===== src/rtl/xlat_pkg.sv =====
package xlat_pkg;
  localparam int ADDR_W    = 32;
  localparam int L1_IDX_W  = 12;
  localparam int L2_IDX_W  = 8;
  localparam int SEC_OFF_W = 20;
  localparam int LRG_OFF_W = 16;
  localparam int SML_OFF_W = 12;
  localparam int BASE_W    = ADDR_W - L1_IDX_W - 2;
  localparam int PTR_W     = ADDR_W - L2_IDX_W - 2;

  localparam logic [1:0] KIND_FAULT   = 2'b00;
  localparam logic [1:0] KIND_TABLE   = 2'b01;
  localparam logic [1:0] KIND_SECTION = 2'b10;
  localparam logic [1:0] KIND_LARGE   = 2'b01;
  localparam logic [1:0] KIND_SMALL   = 2'b10;

  typedef enum logic [2:0] {
    ST_IDLE, ST_L1REQ, ST_L1WAIT, ST_L2REQ, ST_L2WAIT, ST_DONE
  } walkState_t;

  typedef struct packed {
    logic loadReq;
    logic loadPtr;
    logic loadRes;
    logic selL2;
  } walkStrobe_t;
endpackage


===== src/rtl/xlat_ctrl.sv =====
module xlat_ctrl
  import xlat_pkg::*;
(
  input  logic        clk,
  input  logic        rstN,
  input  logic        reqValid,
  output logic        reqReady,
  output logic        memReqValid,
  input  logic        memReqReady,
  input  logic        memRspValid,
  input  logic [1:0]  descKind,
  output logic        rspValid,
  input  logic        rspReady,
  output walkStrobe_t strobe
);
  walkState_t state, stateNext;

  always_ff @(posedge clk) begin
    if (!rstN) state <= ST_IDLE;
    else       state <= stateNext;
  end

  always_comb begin
    stateNext = state;
    case (state)
      ST_IDLE:   if (reqValid) stateNext = ST_L1REQ;
      ST_L1REQ:  if (memReqReady) stateNext = ST_L1WAIT;
      ST_L1WAIT: if (memRspValid)
                   stateNext = (descKind == KIND_TABLE) ? ST_L2REQ : ST_DONE;
      ST_L2REQ:  if (memReqReady) stateNext = ST_L2WAIT;
      ST_L2WAIT: if (memRspValid) stateNext = ST_DONE;
      ST_DONE:   if (rspReady) stateNext = ST_IDLE;
      default:   stateNext = ST_IDLE;
    endcase
  end

  assign reqReady    = (state == ST_IDLE);
  assign memReqValid = (state == ST_L1REQ) || (state == ST_L2REQ);
  assign rspValid    = (state == ST_DONE);

  always_comb begin
    strobe.loadReq = (state == ST_IDLE) && reqValid;
    strobe.selL2   = (state == ST_L2REQ) || (state == ST_L2WAIT);
    strobe.loadPtr = (state == ST_L1WAIT) && memRspValid && (descKind == KIND_TABLE);
    strobe.loadRes = ((state == ST_L1WAIT) && memRspValid && (descKind != KIND_TABLE))
                   || ((state == ST_L2WAIT) && memRspValid);
  end

  // an accepted request moves straight into a read and closes the input
  p_accept_starts_read_r1: assert property (@(posedge clk) disable iff (!rstN)
    (reqValid && reqReady) |=> (memReqValid && !reqReady));

  // no new request is taken while a result waits
  p_busy_blocks_input_r1: assert property (@(posedge clk) disable iff (!rstN)
    (rspValid && !rspReady) |=> !reqReady);

  // result presence persists until taken
  p_result_waits_r9: assert property (@(posedge clk) disable iff (!rstN)
    (rspValid && !rspReady) |=> rspValid);

  // a stalled read request is not withdrawn
  p_read_persists_r10: assert property (@(posedge clk) disable iff (!rstN)
    (memReqValid && !memReqReady) |=> memReqValid);
endmodule


===== src/rtl/xlat_dp.sv =====
module xlat_dp
  import xlat_pkg::*;
(
  input  logic                clk,
  input  logic                rstN,
  input  walkStrobe_t         strobe,
  input  logic [ADDR_W-1:0]   reqVaddr,
  input  logic [BASE_W-1:0]   tableBase,
  input  logic [ADDR_W-1:0]   memRspData,
  output logic [1:0]          descKind,
  output logic [ADDR_W-1:0]   memAddr,
  output logic                rspFault,
  output logic                rspFaultLvl,
  output logic [ADDR_W-1:0]   rspPaddr
);
  logic [ADDR_W-1:0] vaddrQ;
  logic [BASE_W-1:0] baseQ;
  logic [PTR_W-1:0]  ptrQ;
  logic [ADDR_W-1:0] paddrNext;
  logic              faultNext;
  logic              unusedDescBits;

  assign descKind       = memRspData[1:0];
  assign unusedDescBits = ^memRspData[PTR_W+1:2];

  always_ff @(posedge clk) begin
    if (!rstN) begin
      vaddrQ <= '0;
      baseQ  <= '0;
      ptrQ   <= '0;
    end else begin
      if (strobe.loadReq) begin
        vaddrQ <= reqVaddr;
        baseQ  <= tableBase;
      end
      if (strobe.loadPtr) ptrQ <= memRspData[ADDR_W-1 -: PTR_W];
    end
  end

  always_comb begin
    if (strobe.selL2)
      memAddr = {ptrQ, vaddrQ[SEC_OFF_W-1 -: L2_IDX_W], 2'b00};
    else
      memAddr = {baseQ, vaddrQ[ADDR_W-1 -: L1_IDX_W], 2'b00};
  end

  always_comb begin
    paddrNext = '0;
    faultNext = 1'b1;
    if (!strobe.selL2) begin
      if (descKind == KIND_SECTION) begin
        paddrNext = {memRspData[ADDR_W-1:SEC_OFF_W], vaddrQ[SEC_OFF_W-1:0]};
        faultNext = 1'b0;
      end
    end else begin
      if (descKind == KIND_LARGE) begin
        paddrNext = {memRspData[ADDR_W-1:LRG_OFF_W], vaddrQ[LRG_OFF_W-1:0]};
        faultNext = 1'b0;
      end else if (descKind == KIND_SMALL) begin
        paddrNext = {memRspData[ADDR_W-1:SML_OFF_W], vaddrQ[SML_OFF_W-1:0]};
        faultNext = 1'b0;
      end
    end
  end

  always_ff @(posedge clk) begin
    if (!rstN) begin
      rspPaddr    <= '0;
      rspFault    <= 1'b0;
      rspFaultLvl <= 1'b0;
    end else if (strobe.loadRes) begin
      rspPaddr    <= paddrNext;
      rspFault    <= faultNext;
      rspFaultLvl <= strobe.selL2;
    end
  end

  // a faulting result never carries an address
  p_fault_clears_addr_r7: assert property (@(posedge clk) disable iff (!rstN)
    (strobe.loadRes && faultNext) |=> (rspFault && rspPaddr == '0));
endmodule


===== src/rtl/xlat_walker.sv =====
module xlat_walker
  import xlat_pkg::*;
(
  input  logic        clk,
  input  logic        rstN,
  input  logic        reqValid,
  output logic        reqReady,
  input  logic [31:0] reqVaddr,
  input  logic [17:0] tableBase,
  output logic        memReqValid,
  input  logic        memReqReady,
  output logic [31:0] memAddr,
  input  logic        memRspValid,
  input  logic [31:0] memRspData,
  output logic        rspValid,
  input  logic        rspReady,
  output logic        rspFault,
  output logic        rspFaultLvl,
  output logic [31:0] rspPaddr
);
  walkStrobe_t strobe;
  logic [1:0]  descKind;

  xlat_ctrl u_ctrl (
    .clk(clk), .rstN(rstN),
    .reqValid(reqValid), .reqReady(reqReady),
    .memReqValid(memReqValid), .memReqReady(memReqReady),
    .memRspValid(memRspValid), .descKind(descKind),
    .rspValid(rspValid), .rspReady(rspReady),
    .strobe(strobe)
  );

  xlat_dp u_dp (
    .clk(clk), .rstN(rstN), .strobe(strobe),
    .reqVaddr(reqVaddr), .tableBase(tableBase),
    .memRspData(memRspData), .descKind(descKind),
    .memAddr(memAddr),
    .rspFault(rspFault), .rspFaultLvl(rspFaultLvl), .rspPaddr(rspPaddr)
  );

  // the address of a stalled read is held
  p_addr_held_r10: assert property (@(posedge clk) disable iff (!rstN)
    (memReqValid && !memReqReady) |=> $stable(memAddr));

  // result fields hold until taken
  p_result_held_r9: assert property (@(posedge clk) disable iff (!rstN)
    (rspValid && !rspReady) |=> ($stable(rspPaddr) && $stable(rspFault) && $stable(rspFaultLvl)));
endmodule


===== config.mk =====
export PLATFORM = sky130hd
export DESIGN_NAME = xlat_walker
export DESIGN_NICKNAME = d
export VERILOG_FILES = /design/src/rtl/xlat_pkg.sv /design/src/rtl/xlat_ctrl.sv /design/src/rtl/xlat_dp.sv /design/src/rtl/xlat_walker.sv
export SDC_FILE = /design/constraint.sdc
export NUM_CORES = 1
export LEC_CHECK = 0
export BUFFER_PORTS_ARGS = -buffer_cell sky130_fd_sc_hd__buf_2
export CORE_AREA = 2 2 98 100
export DETAILED_ROUTE_END_ITERATION = 12
export DIE_AREA = 0 0 100 102
export GPL_TIMING_DRIVEN = 1
export PLACE_DENSITY_LB_ADDON = 0.1
export SYNTH_ARGS = -nofsm -noshare
export SYNTH_HDL_FRONTEND = slang
export SYNTH_SLANG_ARGS = --single-unit

===== constraint.sdc =====
create_clock -name clk -period 4.9 [get_ports clk]
set_clock_uncertainty 0.2 [all_clocks]
set_input_delay 0.735 -clock clk [delete_from_list [all_inputs] [get_ports clk]]
set_output_delay 0.735 -clock clk [all_outputs]
set_load 0.01 [all_outputs]

==> impl_results.md, run 1 <==
- Post-CTS Setup Inserts: 0
- Area Overhead vs Synth: 17.9%
- Total GRT Usage: between 20% and 30%
- Fmax: 0.289 GHz
- Area leader, netlist: dfxtp_1
- Root Driver: clkbuf_8
- Post-Route Setup TNS: 0 ns
- Share of the synthesized area in the top cell type: 44.7%
- Fin util: a little over three fifths
- Share of cells above drive strength 1: a little under a third
- Mapped cell area: between 4000 and 5000 sq um
- Crit Path Category: flop to output pin
- Die width: approximately 100 um
- Post-CTS Resized: 0
- # setup viols final: 0
- Seq/Total Area, Yosys: between 40% and 50%
- Core Region: 9110 sq um
- # diodes: 0
- Syn avg cell area: around 9 sq um
- Dpl hpwl: around 7700 um
- Yosys warns: 0
- Design Area, Final: between 5000 and 6000 sq um
- Vias/cell: ~5.3
- Initial core utilization: between 50% and 60%
- Row cnt: 35
- Number of H-tree levels: 3
- Max Cap Viol: 0
- Startpoint Class: flop
- Vias in the first global route: 3819
- Worst setup margin: about 1.4 ns
- RSZ-0062 raised after global routing: no
- Top Usage Layer GRT: met2
- Worst-path clk slew: around 0.10 ns
- Minimum clock period: roughly 3.5 ns
- Antenna violations before repair: 0
- EDFF count, synth: 0
- Ys async rst share: 0%
- Placed Area: around 5500 sq um
- Leak: 2.48 nW
- Worst min path class: flop to flop
- Routed WL per cell: 15.0 um
- Die ar.: slightly above 10000 sq um
- CTS Hold Bufs: 0
- Peak supply drop: 0.217 mV
- Clock sinks: ~110
- Worst skew pair latency: 0.36 ns
- GR Layer Usage met2: between 30 and 40%
- Total Nets Final: between 700 and 800
- Worst setup EP type: output pin
- Pwr Total: between 0.0015 and 0.002 W
- Max transition margin: ~27%
- DR iter-0 viols: between 100 and 150
- Gr ovfl total: 0
- Vias: roughly 4000
- Global-route wire length before repair: about 19000 um
- Synth cell types: 46
- Antenna viol nets, final: 0
- Power Density: 334 nW/um^2
- DP Worst Slack: approximately 1.9 ns
- Fillers: between 800 and 900
- DRC: 0
- Yosys reg bits: 109
- WL final: roughly 12000 um
- Die Ht: approximately 100 um
- CTS tree: built
- Largest net degree at the start of global routing: between 50 and 60
- Crit path arrival time: approximately 2.5 ns
- Port Buffers: between 100 and 150
- TritonCTS Buffers: 9
- Top cells by area, synth: dfxtp_1 45%, nand2_1 12%, a21boi_0 10%
- Met3 Use GR: ~4.2%
- I/O pin cnt: ~160
- Most numerous cell in the Yosys netlist: nand2_1
- Main synth FF type: dfxtp_1
- Post-Synthesis Cells: roughly 540
- Tightest Pin Transition: 1.09 ns
- Final hold vios: 0
- Commonest cells post-synth: 151 x nand2_1, 109 x dfxtp_1, 65 x a21boi_0, 27 x clkbuf_1, 26 x nor2b_1
- CTS max path bufs: 2
- Final slew viol count: 0
- Worst-path maximum fanout: 35
- Outcome: completed
- Gp weighted congestion: 0.825
- Drt pass-1 iters: 4
- M1 GR Usage: between 30% and 40%
- Req. time, crit path: 3.96 ns
- Period utilization: about 71%
-- cell type report --
cell class / instances / area [sq um] / area share [%]
clock buffers: 10 / 128 / 2.22
well taps: 111 / 139 / 2.41
repair buffers: 149 / 753 / 13.1
clock inverters: 6 / 93.8 / 1.63
multi-input cells: 382 / 2440 / 42.4
inverters: 4 / 15.0 / 0.261
flip-flops and latches: 109 / 2180 / 37.9
-- cell usage in the layout, fill, tap and decap left out, types with 2 or more instances in the layout --
cell       instances
nand3b_1           6
clkbuf_8           9
a221oi_1           4
buf_2            146
nand2b_1           2
nor3b_1            2
and3_1             2
mux2_4            25
mux2_2             5
a22oi_1            4
a32oi_1           24
ha_1               2
o21ai_0           10
a21boi_1           9
bufinv_16          2
dfxtp_1          109
nand2_1          150
a21oi_1            7
inv_6              2
inv_1              4
a31oi_1            6
buf_4              3
nor2b_1           26
nor2_1             9
a21boi_0          65
conb_1             2
-- worst paths after layout --
path	slack [ns]	depth (start not counted)	endpoint	from
worst max-delay path	1.44	4	memAddr[31]	u_ctrl.state[0]
worst min register to register	0.26	2	u_dp.baseQ[3]	u_dp.baseQ[3]
worst max register to register	2.50	4	u_dp.ptrQ[4]	u_ctrl.state[0]
worst min-delay path	0.26	2	u_dp.baseQ[3]	u_dp.baseQ[3]
-- worst max-delay path, stage by stage, from the launching register on --
cell and delay [ns]:
dfxtp_1 0.64, or3b_1 0.31, and2_4 0.61, mux2_2 0.41, buf_2 0.15
-- per-layer routing --
layer / up-vias / wire [um]
met5: - / 0
met4: 0 / 187
met2: 121 / 5120
li1: 2080 / -
met1: 1895 / 5640
met3: 15 / 627
-- through the flow --
stage / std cells / hold slack (ns)
floorplan: 542 / 0.235
global placement: 755 / 0.241
detailed placement: 755 / 0.249
CTS: 771 / 0.264
global route: 771 / 0.284
finish: 771 / 0.259
-- where the power goes --
part | internal (W) | switching (W) | leakage (nW)
sequential | 0.000936 | 0.0000377 | 0.885
clock | 0.000293 | 0.000306 | 0.107
combinational | 0.000151 | 0.000197 | 1.49
-- logic make-up after synthesis --
family          Yosys count  synth area share [%]
mux                      31                  9.05
simple gates            210                  19.1
other cells               1                0.0769
compound gates          137                  21.0
buf+inv                  51                  5.51
flops                   109                  44.7
fa+ha+maj                 2                 0.513
-- state kept, by name, indices dropped and copies added (netlist names) --
register and cells:
u_dp.rspFault 1, u_dp.rspFaultLvl 1, u_ctrl.state 3, u_dp.rspPaddr 32, u_dp.ptrQ 22, u_dp.baseQ 18, u_dp.vaddrQ 32
Power figures use the tool's default switching activity.
==> run 2, diff against run 1 <==
- ABC_AREA: default -> 1
- CORE_AREA: 2 2 98 100 -> 2 2 101 103
- DIE_AREA: 0 0 100 102 -> 0 0 103 105
- clock period: 4.9 -> 3.2 ns (I/O delays scaled with it)
==> impl_results.md, run 2 <==
- Most numerous cell in the Yosys netlist: nor2_1 (was nand2_1)
- Worst setup EP type: output pin (unchanged)
- DRC: 0 (unchanged)
- Fmax: roughly 0.35 GHz
- Post-Synthesis Cells: 687 (was 541)
- # setup viols final: 0 (unchanged)
- Final hold vios: 0 (unchanged)
- Synth cell types: 26 (was 46)
- Worst min path class: input port to flop (was flop to flop)
- Outcome: completed (unchanged)
- DP Worst Slack: 0.729 ns (was 1.86 ns)
- Drt pass-1 iters: 4 (unchanged)
- Port Buffers: 146 (unchanged)
- Yosys warns: 0 (unchanged)
- CTS tree: built (unchanged)
- Gp weighted congestion: 0.827 (was 0.825)
- Leak: 2.72 nW (was 2.48 nW)
- Commonest non-fill, non-tap cell in the layout: buf_2 (was nand2_1)
- Cell-internal power: 0.00272 W (was 0.00138 W)
- Vias: 4620 (was 4111)
- DR iter-0 viols: 210 (was 124)
- Most frequent cells in the layout: 146 x buf_2, 122 x nor2_1, 109 x dfxtp_1 (was 150 x nand2_1, 146 x buf_2, 109 x dfxtp_1)
- I/O pin cnt: 157 (unchanged)
- Post-CTS Resized: 0 (unchanged)
- Switching power: 0.00160 W (was 0.000540 W)
- Worst-path maximum fanout: 63 (was 35)
- # diodes: 0 (unchanged)
- Root Driver: clkbuf_8 (unchanged)
- Syn avg cell area: 6.99 sq um (was 9.02 sq um)
- CTS max path bufs: 2 (unchanged)
- Area Overhead vs Synth: 19.2% (was 17.9%)
- Vias in the first global route: 4211 (was 3819)
- Worst setup margin: 0.326 ns (was 1.44 ns)
- Seq/Total Area, Yosys: 45.4% (was 44.7%)
- RSZ-0062 raised after global routing: no (unchanged)
- Ys async rst share: 0% (unchanged)
- Mapped cell area: 4800 sq um (was 4880 sq um)
- Core Region: 9640 sq um (was 9110 sq um)
- Antenna viol nets, final: 0 (unchanged)
- Number of H-tree levels: 3 (unchanged)
- Routed WL per cell: 12.7 um (was 15.0 um)
- Tightest Pin Transition: 0.799 ns (was 1.09 ns)
- Die width: 103 um (was 100 um)
- Main synth FF type: dfxtp_1 (unchanged)
- Initial core utilization: 49.8% (was 53.6%)
- Req. time, crit path: 2.52 ns (was 3.96 ns)
- WL final: 12000 um (was 11600 um)
- Max Cap Viol: 0 (unchanged)
- Combinational power share: 35.8% (was 18.1%)
- Gr ovfl total: 0 (unchanged)
- Top cells by area, synth: dfxtp_1 45%, o21ai_0 11%, nor2_1 9.5% (was dfxtp_1 45%, nand2_1 12%, a21boi_0 10%)
- Placed insts: 926 (was 755)
- Share of cells above drive strength 1: 22.6% (was 30.5%)
- Worst skew pair latency: 0.37 ns (was 0.36 ns)
- Largest net degree at the start of global routing: 64 (was 59)
- Dpl hpwl: 8190 um (was 7660 um)
- TritonCTS Buffers: 9 (unchanged)
- Row cnt: 36 (was 35)
- Fillers: 979 (was 852)
- Yosys reg bits: 109 (unchanged)
- Total GRT Usage: 22.5% (was 22.7%)
- Biggest regs: u_dp.rspPaddr: 32 flops, u_dp.vaddrQ: 32 flops, u_dp.ptrQ: 22 flops (unchanged)
- Post-Route Setup TNS: 0 ns (unchanged)
- Die ar.: 10800 sq um (was 10200 sq um)
- Period utilization: between 80% and 90%
- Commonest cells post-synth: 122 x nor2_1, 109 x dfxtp_1, 102 x o21ai_0, 86 x nand2_1, 85 x inv_1 (was 151 x nand2_1, 109 x dfxtp_1, 65 x a21boi_0, 27 x clkbuf_1, 26 x nor2b_1)
- Area leader, netlist: dfxtp_1 (unchanged)
- Startpoint Class: flop (unchanged)
- Worst-path clk slew: 0.10 ns (about the same)
- Crit Path Category: flop to output pin (unchanged)
- Peak supply drop: 0.548 mV (was 0.217 mV)
- Vias/cell: 4.90 (was 5.33)
- Power Density: 754 nW/um^2 (was 334 nW/um^2)
- Clock share of power: 21.6% (was 31.2%)
- Total Nets Final: 894 (was 745)
- Crit path arrival time: 2.19 ns (was 2.52 ns)
- Max transition margin: 46.4% (was 27.0%)
- Post-CTS Setup Inserts: 0 (unchanged)
- Sw Ratio: 37.0% (was 28.1%)
- Final slew viol count: 0 (unchanged)
- Clock sinks: 109 (unchanged)
- Flop pwr share: 42.6% (was 50.7%)
- EDFF count, synth: 0 (unchanged)
- Share of the synthesized area in the top cell type: 45.4% (was 44.7%)
- Minimum clock period: 2.87 ns
- CTS Hold Bufs: 0 (unchanged)
- Global-route wire length before repair: 19400 um (was 18500 um)
- Final Non-Filler Cells: 942 (was 771)
- Antenna violations before repair: 0 (unchanged)
- Die Ht: 105 um (was 102 um)
run 2: changes by cell type in the layout (fill, tap and decap cells not counted), sizes merged, moves of 26 or more:
cell	delta
a21boi	-74
a21oi	+66
inv	+83
mux2	-30
nand2	-60
nand3	+34
nor2	+117
nor2b	-26
o21ai	+99
run 2: final cells by class:
class / count / area [sq um] / area share [%]
clock buffer: 12 / 155 / 2.71
clock inverter: 4 / 70.1 / 1.22
inverter: 90 / 340 / 5.95
multi-input combinational: 442 / 2020 / 35.3
sequential: 109 / 2180 / 38.1
tap: 133 / 166 / 2.91
timing repair buffer: 152 / 788 / 13.8
run 2: power groups by stage:
| stage | registers, W | clock network, W | logic, W |
|---|---|---|---|
| 2_1_floorplan | 0.00188 | 0 | 0.00107 |
| 3_3_place_gp | 0.00186 | 0 | 0.00152 |
| 3_5_place_dp | 0.00187 | 0 | 0.00155 |
| 4_1_cts | 0.00184 | 0.000961 | 0.00156 |
| 5_1_grt | 0.00188 | 0.00102 | 0.00174 |
| 6_report | 0.00184 | 0.000931 | 0.00155 |
run 2: final timing paths:
| kind | slack, ns | cells after the start | end | from |
|---|---|---|---|---|
| worst max register to register | 0.76 | 7 | u_dp.rspPaddr[29] | u_ctrl.state[2] |
| worst min-delay path | 0.17 | 3 | u_dp.vaddrQ[2] | reqVaddr[2] |
| worst min register to register | 0.25 | 2 | u_dp.vaddrQ[27] | u_dp.vaddrQ[27] |
| worst max-delay path | 0.33 | 6 | memAddr[13] | u_ctrl.state[2] |
run 2: per-layer routing:
metal  GRT usage (%)  share of wire (%)  up-vias
met2            35.4                 45      144
met4            9.30                1.7        0
li1                -                  -     2394
met3            3.55                7.1       19
met5               0                  0        -
met1            30.3                 46     2063
run 2: cell families (layout without fill, tap and decap cells):
logic type | Yosys count | after routing | share of synthesized area, %
AND/OR/NAND/NOR | 254 | 254 | 21.9
AO/OA/AOI/OAI | 184 | 184 | 19.5
adder cells (fa/ha/maj) | 2 | 2 | 0.521
buffers and inverters | 137 | 258 | 12.6
flip-flops | 109 | 109 | 45.4
other | 1 | 2 | 0.0781
run 2: critical path, stage by stage (launching register included):
cell and delay, ns:
dfxtp_1 0.56, inv_2 0.11, nand3_1 0.13, nand2_4 0.35
buf_4 0.32, o21ai_0 0.18, buf_2 0.16
run 2: metrics by stage:
stage          cell area (sq um)  total power, W  util [%]  hold WS [ns]
6_report                    5720         0.00432      59.4         0.168
5_1_grt                     5720         0.00464      59.4         0.161
4_1_cts                     5720         0.00436      59.4         0.153
3_5_place_dp                5500         0.00342      57.0         0.238
3_3_place_gp                5500         0.00338      57.0         0.232
2_1_floorplan               4810         0.00296         -         0.223
==> run 3, diff against run 2 <==
- PLACE_DENSITY_LB_ADDON: 0.1 -> 0.3
==> impl_results.md, run 3 (same netlist as run 2, synthesis figures left out) <==
- Largest net degree at the start of global routing: 83 (was 64)
- Minimum clock period: 2.79 ns (was 2.87 ns)
- Most frequent cells in the layout: 146 x buf_2, 122 x nor2_1, 109 x dfxtp_1 (unchanged)
- Crit path arrival time: 2.11 ns (was 2.19 ns)
- Max transition margin: 45.3% (was 46.4%)
- Hold path endpoint: u_dp.vaddrQ[9] (was u_dp.vaddrQ[2])
- Final Non-Filler Cells: 939 (was 942)
- Combinational power share: 35.8% (about the same)
- Number of H-tree levels: 3 (unchanged)
- Global-route wire length before repair: 19200 um (was 19400 um)
- Reg2reg path depth: 7 (unchanged)
- Port Buffers: 146 (unchanged)
- TritonCTS Buffers: 9 (unchanged)
- Initial core utilization: 49.8% (unchanged)
- Switching power: 0.00162 W (was 0.00160 W)
- Final hold vios: 0 (unchanged)
- Commonest non-fill, non-tap cell in the layout: buf_2 (unchanged)
- Fmax: 0.358 GHz (was 0.348 GHz)
- Post-CTS Resized: 0 (unchanged)
- Reg-to-reg slack, setup: 0.74 ns (was 0.76 ns)
- Dpl hpwl: 8300 um (was 8190 um)
- Gr ovfl total: 0 (unchanged)
- HP Start: reqVaddr[9] (was reqVaddr[2])
- # diodes: 0 (unchanged)
- Vias in the first global route: 4278 (was 4211)
- Leak: 2.69 nW (was 2.72 nW)
- Die Ht: 105 um (unchanged)
- Max Cap Viol: 0 (unchanged)
- Drt pass-1 iters: 5 (was 4)
- Period utilization: 87.3% (was 89.8%)
- Row cnt: 36 (unchanged)
- Antenna violations before repair: 0 (unchanged)
- Worst R2R End: u_dp.rspPaddr[22] (was u_dp.rspPaddr[29])
- Vias/cell: 4.94 (was 4.90)
- WL final: 12000 um (about the same)
- Routed WL per cell: 12.8 um (was 12.7 um)
- Area Overhead vs Synth: 18.5% (was 19.2%)
- I/O pin cnt: 157 (unchanged)
- Storage cell area: 2180 sq um (unchanged)
- CTS tree: built (unchanged)
- Outcome: completed (unchanged)
- Peak supply drop: 0.533 mV (was 0.548 mV)
- Met3 Use GR: 3.81% (was 3.55%)
- Gp weighted congestion: 0.872 (was 0.827)
- Share of cells above drive strength 1: 22.3% (was 22.6%)
- Fillers: 951 (was 979)
- Core Region: 9640 sq um (unchanged)
- Post-Route Setup TNS: 0 ns (unchanged)
- Clock share of power: 21.2% (was 21.6%)
- CP startpoint: u_ctrl.state[0] (was u_ctrl.state[2])
- Power Density: 754 nW/um^2 (about the same)
- Antenna viol nets, final: 0 (unchanged)
- Vias: 4641 (was 4620)
- Flop pwr share: 43.1% (was 42.6%)
- Placed insts: 923 (was 926)
- Total Nets Final: 891 (was 894)
- DRC: 0 (unchanged)
- Worst min path class: input port to flop (unchanged)
- Clock sinks: 109 (unchanged)
- Worst-path maximum fanout: 73 (was 63)
- Root Driver: clkbuf_8 (unchanged)
- Req. time, crit path: 2.52 ns (about the same)
- Biggest regs: u_dp.rspPaddr: 32 flops, u_dp.vaddrQ: 32 flops, u_dp.ptrQ: 22 flops (unchanged)
- Cell-internal power: 0.00267 W (was 0.00272 W)
- Startpoint Class: flop (unchanged)
- Sw Ratio: 37.8% (was 37.0%)
- Worst-path clk slew: 0.10 ns (about the same)
- RSZ-0062 raised after global routing: no (unchanged)
- Final slew viol count: 0 (unchanged)
- Post-CTS Setup Inserts: 0 (unchanged)
- M1 GR Usage: 28.1% (was 30.3%)
- Die width: 103 um (unchanged)
- Multi-input logic area: 2020 sq um (unchanged)
- Die ar.: 10800 sq um (unchanged)
- # setup viols final: 0 (unchanged)
- Worst skew pair latency: 0.36 ns (was 0.37 ns)
- Tightest Pin Transition: 0.815 ns (was 0.799 ns)
- CTS Hold Bufs: 0 (unchanged)
- Crit Path Category: flop to output pin (unchanged)
- Total GRT Usage: 22.1% (was 22.5%)
- Beginning of the worst register-to-register path: u_ctrl.state[2] (unchanged)
- Top Usage Layer GRT: met2 (unchanged)
- GR Layer Usage met2: 37.0% (was 35.4%)
- CTS max path bufs: 2 (unchanged)
- DR iter-0 viols: 220 (was 210)
- Worst setup EP type: output pin (unchanged)
- Hold Crit Depth: 3 (unchanged)
## run 3: cell count changes in the layout (fill, tap and decap cells not counted)
cell        previous run  this run
buf_4                  5         2
clkbuf_8              11         9
clkinvlp_4             0         1
inv_6                  0         1
## run 3: routing by layer
layer  up-vias  wire length [um]  part of all wire, %
met5         -                 0                    0
met4         0               210                  1.7
met3        20               669                  5.6
met2       131              5570                   46
met1      2103              5570                   46
li1       2387                 -                    -
## run 3: area by class of cell
type                    instances  area share (%)
flip-flops and latches        109            38.4
multi-input cells             442            35.5
repair buffers                149            13.5
inverters                      90            5.98
well taps                     133            2.93
clock buffers                  10            2.24
clock inverters                 6            1.52
## run 3: stage by stage
stage	hold slack (ns)	power (W)	instance area, sq um	util, %	setup WS, ns
2_1_floorplan	0.223	0.00296	4810	-	1.37
3_3_place_gp	0.233	0.00336	5480	56.8	0.782
3_5_place_dp	0.238	0.00341	5480	56.8	0.709
4_1_cts	0.160	0.00432	5690	59.0	0.379
5_1_grt	0.164	0.00459	5690	59.0	0.255
6_report	0.177	0.00429	5690	59.0	0.407
## run 3: critical path: stages, from the launching register on
cell	delay, ns
dfxtp_1	0.53
nand3_1	0.18
nand2_4	0.54
nand2_1	0.21
o21ai_0	0.12
buf_2	0.16
## run 3: power by group through the flow
stage / Clock (W) / Combinational (W) / Sequential, W
finish: 0.000907 / 0.00153 / 0.00185
global route: 0.000972 / 0.00173 / 0.00188
CTS: 0.000929 / 0.00155 / 0.00184
detailed placement: 0 / 0.00154 / 0.00187
global placement: 0 / 0.00150 / 0.00186
floorplan: 0 / 0.00107 / 0.00188
## run 3: worst max path at each step
stage	endpoint	slack, ns	depth (start not counted)
after floorplan	u_dp.rspPaddr[20]	1.37	10
after global placement	u_dp.rspPaddr[18]	0.78	10
after detailed placement	u_dp.rspPaddr[18]	0.71	10
after CTS	memAddr[20]	0.38	5
after global routing	memAddr[20]	0.25	5
final	memAddr[20]	0.41	5
